$ cat src/rtl/mdio_pb_pkg.sv
package mdio_pb_pkg;

  // Class of one decoded MDIO access
  typedef enum logic [1:0] {
    ACC_NONE = 2'd0,
    ACC_PAGE = 2'd1,
    ACC_DATA = 2'd2
  } acc_kind_e;

  // Indices of the two 16-bit holding registers
  localparam int unsigned HOLD_STAGE = 0;  // high half of a pending write
  localparam int unsigned HOLD_SNAP  = 1;  // high half of the last read
  localparam int unsigned HOLD_NUM   = 2;

endpackage

$ cat src/rtl/mdio_pb_decode.sv
module mdio_pb_decode
  import mdio_pb_pkg::*;
#(
  parameter int unsigned PAGE_W        = 9,
  parameter logic [4:0]  PAGE_PHY      = 5'h1F,
  parameter logic [4:0]  PAGE_REG      = 5'h10,
  parameter logic [4:0]  DATA_PHY_BASE = 5'h10,
  localparam int unsigned WIDX_W       = PAGE_W + 7
) (
  input  logic [4:0]        phy,
  input  logic [4:0]        regn,
  input  logic [PAGE_W-1:0] page,
  output acc_kind_e         kind,
  output logic              hi_half,
  output logic [WIDX_W-1:0] word_idx
);

  // Data window spans eight PHY addresses aligned to the base
  logic data_hit;
  logic page_hit;

  always_comb begin
    data_hit = (phy[4:3] == DATA_PHY_BASE[4:3]);
    page_hit = (phy == PAGE_PHY) && (regn == PAGE_REG);
    if (page_hit) begin
      kind = ACC_PAGE;
    end else if (data_hit) begin
      kind = ACC_DATA;
    end else begin
      kind = ACC_NONE;
    end
    hi_half  = regn[0];
    word_idx = {page, phy[2:0], regn[4:1]};
  end

endmodule

$ cat src/rtl/mdio_pb_halves.sv
module mdio_pb_halves
  import mdio_pb_pkg::*;
#(
  parameter int unsigned HALF_W = 16
) (
  input  logic              clk,
  input  logic              rst_n,
  input  logic [HOLD_NUM-1:0] load,
  input  logic [HALF_W-1:0] stage_in,
  input  logic [HALF_W-1:0] snap_in,
  output logic [HALF_W-1:0] stage_q,
  output logic [HALF_W-1:0] snap_q
);

  logic [HALF_W-1:0] din  [HOLD_NUM];
  logic [HALF_W-1:0] hold [HOLD_NUM];

  assign din[HOLD_STAGE] = stage_in;
  assign din[HOLD_SNAP]  = snap_in;

  for (genvar g = 0; g < HOLD_NUM; g++) begin : g_hold
    always_ff @(posedge clk) begin
      if (!rst_n) begin
        hold[g] <= '0;
      end else if (load[g]) begin
        hold[g] <= din[g];
      end
    end
  end

  assign stage_q = hold[HOLD_STAGE];
  assign snap_q  = hold[HOLD_SNAP];

endmodule

$ cat src/rtl/mdio_pb_resp.sv
module mdio_pb_resp #(
  parameter int unsigned HALF_W = 16
) (
  input  logic              clk,
  input  logic              rst_n,
  input  logic              read_take,
  input  logic              load,
  input  logic [HALF_W-1:0] load_data,
  input  logic              rsp_ready,
  output logic              rsp_valid,
  output logic [HALF_W-1:0] rsp_data,
  output logic              busy
);

  logic done;
  assign done = rsp_valid && rsp_ready;

  always_ff @(posedge clk) begin
    if (!rst_n) begin
      rsp_valid <= 1'b0;
      rsp_data  <= '0;
      busy      <= 1'b0;
    end else begin
      if (load) begin
        rsp_valid <= 1'b1;
        rsp_data  <= load_data;
      end else if (done) begin
        rsp_valid <= 1'b0;
      end
      if (read_take) begin
        busy <= 1'b1;
      end else if (done) begin
        busy <= 1'b0;
      end
    end
  end

endmodule

$ cat src/rtl/mdio_page_bridge.sv
module mdio_page_bridge
  import mdio_pb_pkg::*;
#(
  parameter int unsigned PAGE_W        = 9,
  parameter logic [4:0]  PAGE_PHY      = 5'h1F,
  parameter logic [4:0]  PAGE_REG      = 5'h10,
  parameter logic [4:0]  DATA_PHY_BASE = 5'h10,
  parameter int unsigned HALF_W        = 16,
  localparam int unsigned WORD_W       = 2 * HALF_W,
  localparam int unsigned WIDX_W       = PAGE_W + 7,
  localparam int unsigned ADDR_W       = WIDX_W + 2
) (
  input  logic              clk,
  input  logic              rst_n,
  input  logic              req_valid,
  output logic              req_ready,
  input  logic              req_write,
  input  logic [4:0]        req_phy,
  input  logic [4:0]        req_reg,
  input  logic [HALF_W-1:0] req_wdata,
  output logic              rsp_valid,
  input  logic              rsp_ready,
  output logic [HALF_W-1:0] rsp_data,
  output logic [ADDR_W-1:0] reg_addr,
  output logic [WORD_W-1:0] reg_wdata,
  output logic              reg_we,
  output logic              reg_re,
  input  logic [WORD_W-1:0] reg_rdata
);

  localparam logic [HALF_W-1:0] IDLE_READ = '1;

  logic [PAGE_W-1:0] page_q;
  acc_kind_e         kind;
  logic              hi_half;
  logic [WIDX_W-1:0] word_idx;
  logic              take;
  logic              busy;
  logic [HALF_W-1:0] stage_q;
  logic [HALF_W-1:0] snap_q;
  logic [HOLD_NUM-1:0] hold_load;
  logic              rsp_load;
  logic [HALF_W-1:0] rsp_load_data;
  logic              we_q;
  logic              re_q;
  logic [ADDR_W-1:0] addr_q;
  logic [WORD_W-1:0] wdata_q;

  mdio_pb_decode #(
    .PAGE_W       (PAGE_W),
    .PAGE_PHY     (PAGE_PHY),
    .PAGE_REG     (PAGE_REG),
    .DATA_PHY_BASE(DATA_PHY_BASE)
  ) u_dec (
    .phy     (req_phy),
    .regn    (req_reg),
    .page    (page_q),
    .kind    (kind),
    .hi_half (hi_half),
    .word_idx(word_idx)
  );

  assign req_ready = !busy;
  assign take      = req_valid && req_ready;

  // Page register: loaded by a page-select write only
  always_ff @(posedge clk) begin
    if (!rst_n) begin
      page_q <= '0;
    end else if (take && req_write && kind == ACC_PAGE) begin
      page_q <= req_wdata[PAGE_W-1:0];
    end
  end

  // Holding registers for the two upper halves
  always_comb begin
    hold_load             = '0;
    hold_load[HOLD_STAGE] = take && req_write && kind == ACC_DATA && hi_half;
    hold_load[HOLD_SNAP]  = re_q;
  end

  mdio_pb_halves #(.HALF_W(HALF_W)) u_halves (
    .clk     (clk),
    .rst_n   (rst_n),
    .load    (hold_load),
    .stage_in(req_wdata),
    .snap_in (reg_rdata[WORD_W-1:HALF_W]),
    .stage_q (stage_q),
    .snap_q  (snap_q)
  );

  // Internal bus issue stage: strobes are one cycle after acceptance
  always_ff @(posedge clk) begin
    if (!rst_n) begin
      we_q    <= 1'b0;
      re_q    <= 1'b0;
      addr_q  <= '0;
      wdata_q <= '0;
    end else begin
      we_q <= take && req_write && kind == ACC_DATA && !hi_half;
      re_q <= take && !req_write && kind == ACC_DATA && !hi_half;
      if (take && kind == ACC_DATA && !hi_half) begin
        addr_q <= {word_idx, 2'b00};
        if (req_write) begin
          wdata_q <= {stage_q, req_wdata};
        end
      end
    end
  end

  assign reg_we    = we_q;
  assign reg_re    = re_q;
  assign reg_addr  = addr_q;
  assign reg_wdata = wdata_q;

  // Response source selection
  always_comb begin
    rsp_load      = 1'b0;
    rsp_load_data = IDLE_READ;
    if (re_q) begin
      rsp_load      = 1'b1;
      rsp_load_data = reg_rdata[HALF_W-1:0];
    end else if (take && !req_write) begin
      unique case (kind)
        ACC_PAGE: begin
          rsp_load      = 1'b1;
          rsp_load_data = HALF_W'(page_q);
        end
        ACC_DATA: begin
          rsp_load      = hi_half;
          rsp_load_data = snap_q;
        end
        default: begin
          rsp_load      = 1'b1;
          rsp_load_data = IDLE_READ;
        end
      endcase
    end
  end

  mdio_pb_resp #(.HALF_W(HALF_W)) u_resp (
    .clk      (clk),
    .rst_n    (rst_n),
    .read_take(take && !req_write),
    .load     (rsp_load),
    .load_data(rsp_load_data),
    .rsp_ready(rsp_ready),
    .rsp_valid(rsp_valid),
    .rsp_data (rsp_data),
    .busy     (busy)
  );

endmodule

$ cat config.mk
export PLATFORM = sky130hd
export DESIGN_NAME = mdio_page_bridge
export DESIGN_NICKNAME = d
export VERILOG_FILES = /design/src/rtl/mdio_pb_pkg.sv /design/src/rtl/mdio_pb_decode.sv /design/src/rtl/mdio_pb_halves.sv /design/src/rtl/mdio_pb_resp.sv /design/src/rtl/mdio_page_bridge.sv
export SDC_FILE = /design/constraint.sdc
export NUM_CORES = 1
export LEC_CHECK = 0
export ABC_AREA = 1
export CAP_MARGIN = 20
export CORE_UTILIZATION = 54
export CTS_BUF_LIST = sky130_fd_sc_hd__clkbuf_8
export DETAILED_ROUTE_END_ITERATION = 7
export GPL_ROUTABILITY_DRIVEN = 0
export HOLD_SLACK_MARGIN = 0.1
export PLACE_DENSITY = 0.91
export REMOVE_ABC_BUFFERS = 1
export SLEW_MARGIN = 20
export SYNTH_ARGS = -nofsm -noshare
export SYNTH_HDL_FRONTEND = slang
export SYNTH_HIERARCHICAL = 1
export SYNTH_SLANG_ARGS = --single-unit
$ cat constraint.sdc
create_clock -name clk -period 4.75 [get_ports clk]
set_clock_uncertainty 0.05 [all_clocks]
set_input_delay 0.95 -clock clk [delete_from_list [all_inputs] [get_ports clk]]
set_output_delay 0.95 -clock clk [all_outputs]
set_load 0.005 [all_outputs]
* Word-level counts from Yosys, hierarchy flattened
Memories as Yosys holds them, arrays and structs flattened. A register that Yosys moved wholly into a read port is not among the register bits.
Cells that the tools add are included.
** Word-level totals
- Register bits :: 77
- Bits in latches :: 0
- Memory bits (writable) :: 32
- ROM bits :: 0
- Output and inout port bits :: 70
- Word-level logic and storage cells :: 56
- Memories :: 1
** Operators by class
- Add/sub/neg operators :: 0
- $mul :: 0
- Divide/modulo/power cells :: 0
- Magnitude comparators :: 0
- Equal/unequal tests :: 5
- Shift-type cells :: 0
- Mux-type cells :: 20
- Bitwise logic cells :: 2
- Reductions and logical operators :: 20
** Memories
- u_halves.hold :: depth 2, bits a word 16, rd ports 2, clocked after Yosys merged registers in 1, write ports 2, line mdio_pb_halves.sv:16 : logic [HALF_W-1:0] hold [HOLD_NUM];
** Operators with widths (count)
- $mux 16 :: 4
- $pmux 16 s2 :: 1
- $logic_and 1x1->1 :: 13
- $mux 1 :: 13
- $eq 5x5->1 const B :: 2
- $eq 2x2->1 const B :: 2
- $logic_not 1->1 :: 4
- $mux 2 :: 2
- $reduce_bool 2->1 :: 2
- $eq 2x1->1 const B :: 1
- $or 1x1->1 :: 2
- $reduce_and 2->1 :: 1

* Longest topological paths before layout
- Word-level depth :: 10
- Gate-level depth with buffers :: 15

* Hierarchy
The synthesis kept the hierarchy.
** Modules (own cells, without submodules)
- mdio_page_bridge :: instances 1, cells each 443, area each 2819.0 um2
- mdio_pb_halves :: instances 1, cells each 104, area each 1238.7 um2
- mdio_pb_resp :: instances 1, cells each 78, area each 624.3 um2
- mdio_pb_decode :: instances 1, cells each 28, area each 176.4 um2

* Least setup slack after synthesis
OpenSTA, ideal clock, no wires.
- Kind :: input to register
- From :: in req_reg[3]
- To :: reg u_resp.rsp_data[10]
- Library setup time :: 116 ps
- Arrival :: 2651 ps
- Data required time :: 4584 ps
- Slack :: 1934 ps
- Stages :: 14
- Cell sequence :: nor2_1 nand3_1 nor2_2 buf_4 inv_1 ha_1 buf_6 inv_4 nor2_4 o21ai_0 inv_2 buf_6 nor2_1 nor2_1
** Between the ends
- Word-level cells in the longest chain between the ends :: 7
** Ends and longest elaborated chain
- from (decl) :: line mdio_page_bridge.sv:19 : input logic [4:0] req_reg,
- $eq 5x5->1 :: line mdio_pb_decode.sv:24 : page_hit = (phy == PAGE_PHY) && (regn == PAGE_REG);
- $logic_and 1x1->1 :: line mdio_pb_decode.sv:24
- named net u_dec.page_hit :: line mdio_pb_decode.sv:20 : logic page_hit;
- $mux 2 :: line mdio_pb_decode.sv:25 : if (page_hit) begin
- named net kind[0] :: line mdio_page_bridge.sv:34 : acc_kind_e kind;
- $eq 2x2->1 :: line mdio_page_bridge.sv:124 : unique case (kind)
- $mux 1 :: line mdio_page_bridge.sv:124
- $mux 1 :: line mdio_page_bridge.sv:123 : end else if (take && !req_write) begin
- $mux 1 :: line mdio_page_bridge.sv:120 : if (re_q) begin
- named net rsp_load :: line mdio_page_bridge.sv:42 : logic rsp_load;
- to (signal assigned) :: line mdio_pb_resp.sv:26 : rsp_data <= load_data;
- to (decl) :: line mdio_pb_resp.sv:11 : output logic [HALF_W-1:0] rsp_data,
The timed path passes the listed nets, and every way through them passes these cells.
A chain may end at the register's enable or synchronous reset.

==> results.toml <==
[detailed_routing]
drc = 0
routed_wl_um = 10500
vias_per_cell = 4.76
wl_per_cell_um = 12.1
via_count = 4123
drt-initial-drc-count = 194
drtPass1Iterations = 5
antenna_left = 0

[clock_network]
cts_tree = "done"
ctsHoldBuffers = 0
clk_latency_ns = 0.36
cts_resized = 0
cts_buffer_depth = 2
cts_num_sinks = 109
cts_setup_buffers = 0
cts_buffers = 9
clkTransAtPathRegs_ns = 0.11
cts_root_buf = "clkbuf_8"
cts-htree-levels = 3

[worst_setup_path]
crit_top_cell = "inv_1"
r2r_setup_slack_ns = 2.50
setup.worst_path.start = "req_reg[0]"
reg2reg_from = "reg_re"
crit_slowest_cell = "ha_1"
slowest_delay_ns = 0.58
critPathKind = "in -> reg"
path_max_fanout = 18
crit_chain = "clkdlybuf4s50_1 > nor2_1 > nand3_1 > nor2_2 > inv_1 > ha_1 > inv_4 > nor3_1 > inv_1 > nand2_1"
cp.arrival_ns = 3.22
cp-end-kind = "flop"
worst_ep_required_time_ns = 4.71
cp-start-kind = "primary input"

[placement]
place_hpwl_um = 7630
io_buffer_count = 130

[grt]
antenna_found_initial = 0
grt_pass1_vias = 3947
grt_max_degree = 65
grt_pass1_wl_um = 17700
overflow = 0
grt_util_all_layers = 0.230

[synth]
yosysUniqueCellTypes = 26
synth_area_um2 = 4860
synth_area_per_cell_um2 = 7.44
synthTopCellsByCount = "nor2_1 (212), nand2_1 (132), inv_1 (85)"
netlist_instances = 653
synth_top_area_cell = "dfxtp_1"
synth_edf_count = 32
synth.top_cell.area_share = 0.317
synthArstFlopShare = 0
yosysMostFrequentCell = "nor2_1"
synth-seq-cells = 109
yosysSeqAreaShare = 0.515
yosysWarnings = 6
synth_area_leaders = "dfxtp_1 (32%), edfxtp_1 (20%), nor2_1 (16%)"
synth-main-ff-cell = "dfxtp_1"

[final_layout]
num_antenna_cells = 0
fin_nets = 818
area_growth_pct = 26.8
final_util = 0.706
drive_above_1_share = 0.0449
fill_cells = 656

[power_and_ir_drop]
seqPwrFrac = 0.575
sw_frac_of_total = 0.255
irDropWorstVdd_mv = 0.162
p_clk_frac = 0.310
power_frac_comb = 0.115
p_leak_nw = 2.71
power_density_nw_per_um2 = 284
switching_power_w = 0.000446
intPower_w = 0.00130

[worst_hold_path]
hold_path.class = "reg -> reg"
worstHoldStart = "reg_wdata[11]"

[die]
ios = 133
die_w_um = 96.9
rows = 34
core_area_um2 = 8720
start_util = 0.557
die-area_um2 = 9380
fp.dieH_um = 96.9

[sta]
slew_viol_final = 0
rsz0062_at_grt = "no"
fmax_mhz = 307
fin_crit_ns = 3.26
hold_violations = 0
worst_pin_slew_ns = 0.732
setup_violations = 0
whs_ns = 0.440
slew_headroom = 0.512
period_share = 0.686
setup_tns_ns = 0

[flow_run]
max_cap_viol_count = 0

[outcome]
outcome = "completed"
-- metal layers --
layer,global-route usage,share of wire
met5,0,0
met4,0.0999,0.023
met3,0.0455,0.074
met2,0.388,0.49
met1,0.287,0.42
-- power by group through the flow --
| stage | sequential (W) | clock (W) | combinational, W |
|---|---|---|---|
| after CTS | 0.00100 | 0.000548 | 0.000203 |
| after detailed placement | 0.00103 | 0 | 0.000202 |
| after global placement | 0.00102 | 0 | 0.000196 |
| final | 0.00100 | 0.000542 | 0.000201 |
| after global routing | 0.00101 | 0.000586 | 0.000223 |
| after floorplan | 0.00103 | 0 | 0.0000723 |
-- cell usage in the layout (no fill, tap or decap), drive strengths merged --
master	synthesis	layout
nor2	217	217
nand2	135	135
clkdlybuf4s50	0	129
inv	89	93
dfxtp	77	77
o21ai	42	42
edfxtp	32	32
nand3	10	10
clkbuf	1	9
clkinv	1	3
buf	43	3
ha	2	2
conb	1	2
a21oi	2	2
nor3	1	1
clkinvlp	0	1
-- final timing paths --
path | to | cells past startpoint
setup / recovery | u_halves/hold[0][14] | 10
hold / removal | reg_wdata[11] | 2
setup reg to reg | u_resp/rsp_data[11] | 6
hold reg to reg | reg_wdata[11] | 2
-- critical path, delay by kind of cell --
family | cells | cell delay [ns]
buffers and inverters | 4 | 0.74
adders and majority gates | 1 | 0.58
and+or+nand+nor | 5 | 0.94
-- registers in the layout (all words and copies together) (netlist names) --
register and count:
reg_re 1, page_q 9, u_halves/hold 32, u_resp/busy 1, u_resp/rsp_data 16, reg_addr 16, u_resp/rsp_valid 1, reg_wdata 32
reg_we 1
-- cell type report --
cell class,count,area [um^2],share of cell area
clock buffers,9,124,0.0201
clock inverters,7,65.1,0.0106
inverters,90,340,0.0553
multi-input cells,411,1680,0.273
flip-flops and latches,109,2500,0.406
well taps,108,135,0.0219
repair buffers,132,1310,0.213
-- metrics by stage --
stage	instance area [um^2]	worst slack, ns	cells	power (W)
6_report	6160	1.49	866	0.00175
2_1_floorplan	4520	1.49	610	0.00110
3_3_place_gp	5970	1.13	850	0.00122
4_1_cts	6160	1.50	866	0.00176
5_1_grt	6160	1.27	866	0.00182
3_5_place_dp	5970	1.10	850	0.00123
-- cells by family after synthesis --
logic type,synth area share
and+or+nand+nor,0.293
buffers and inverters,0.140
DFF,0.515
AOI/OAI and AO/OA,0.0461
adders and majority gates,0.00515
other,0.000772
No activity file was read; power rests on OpenSTA's default activity.
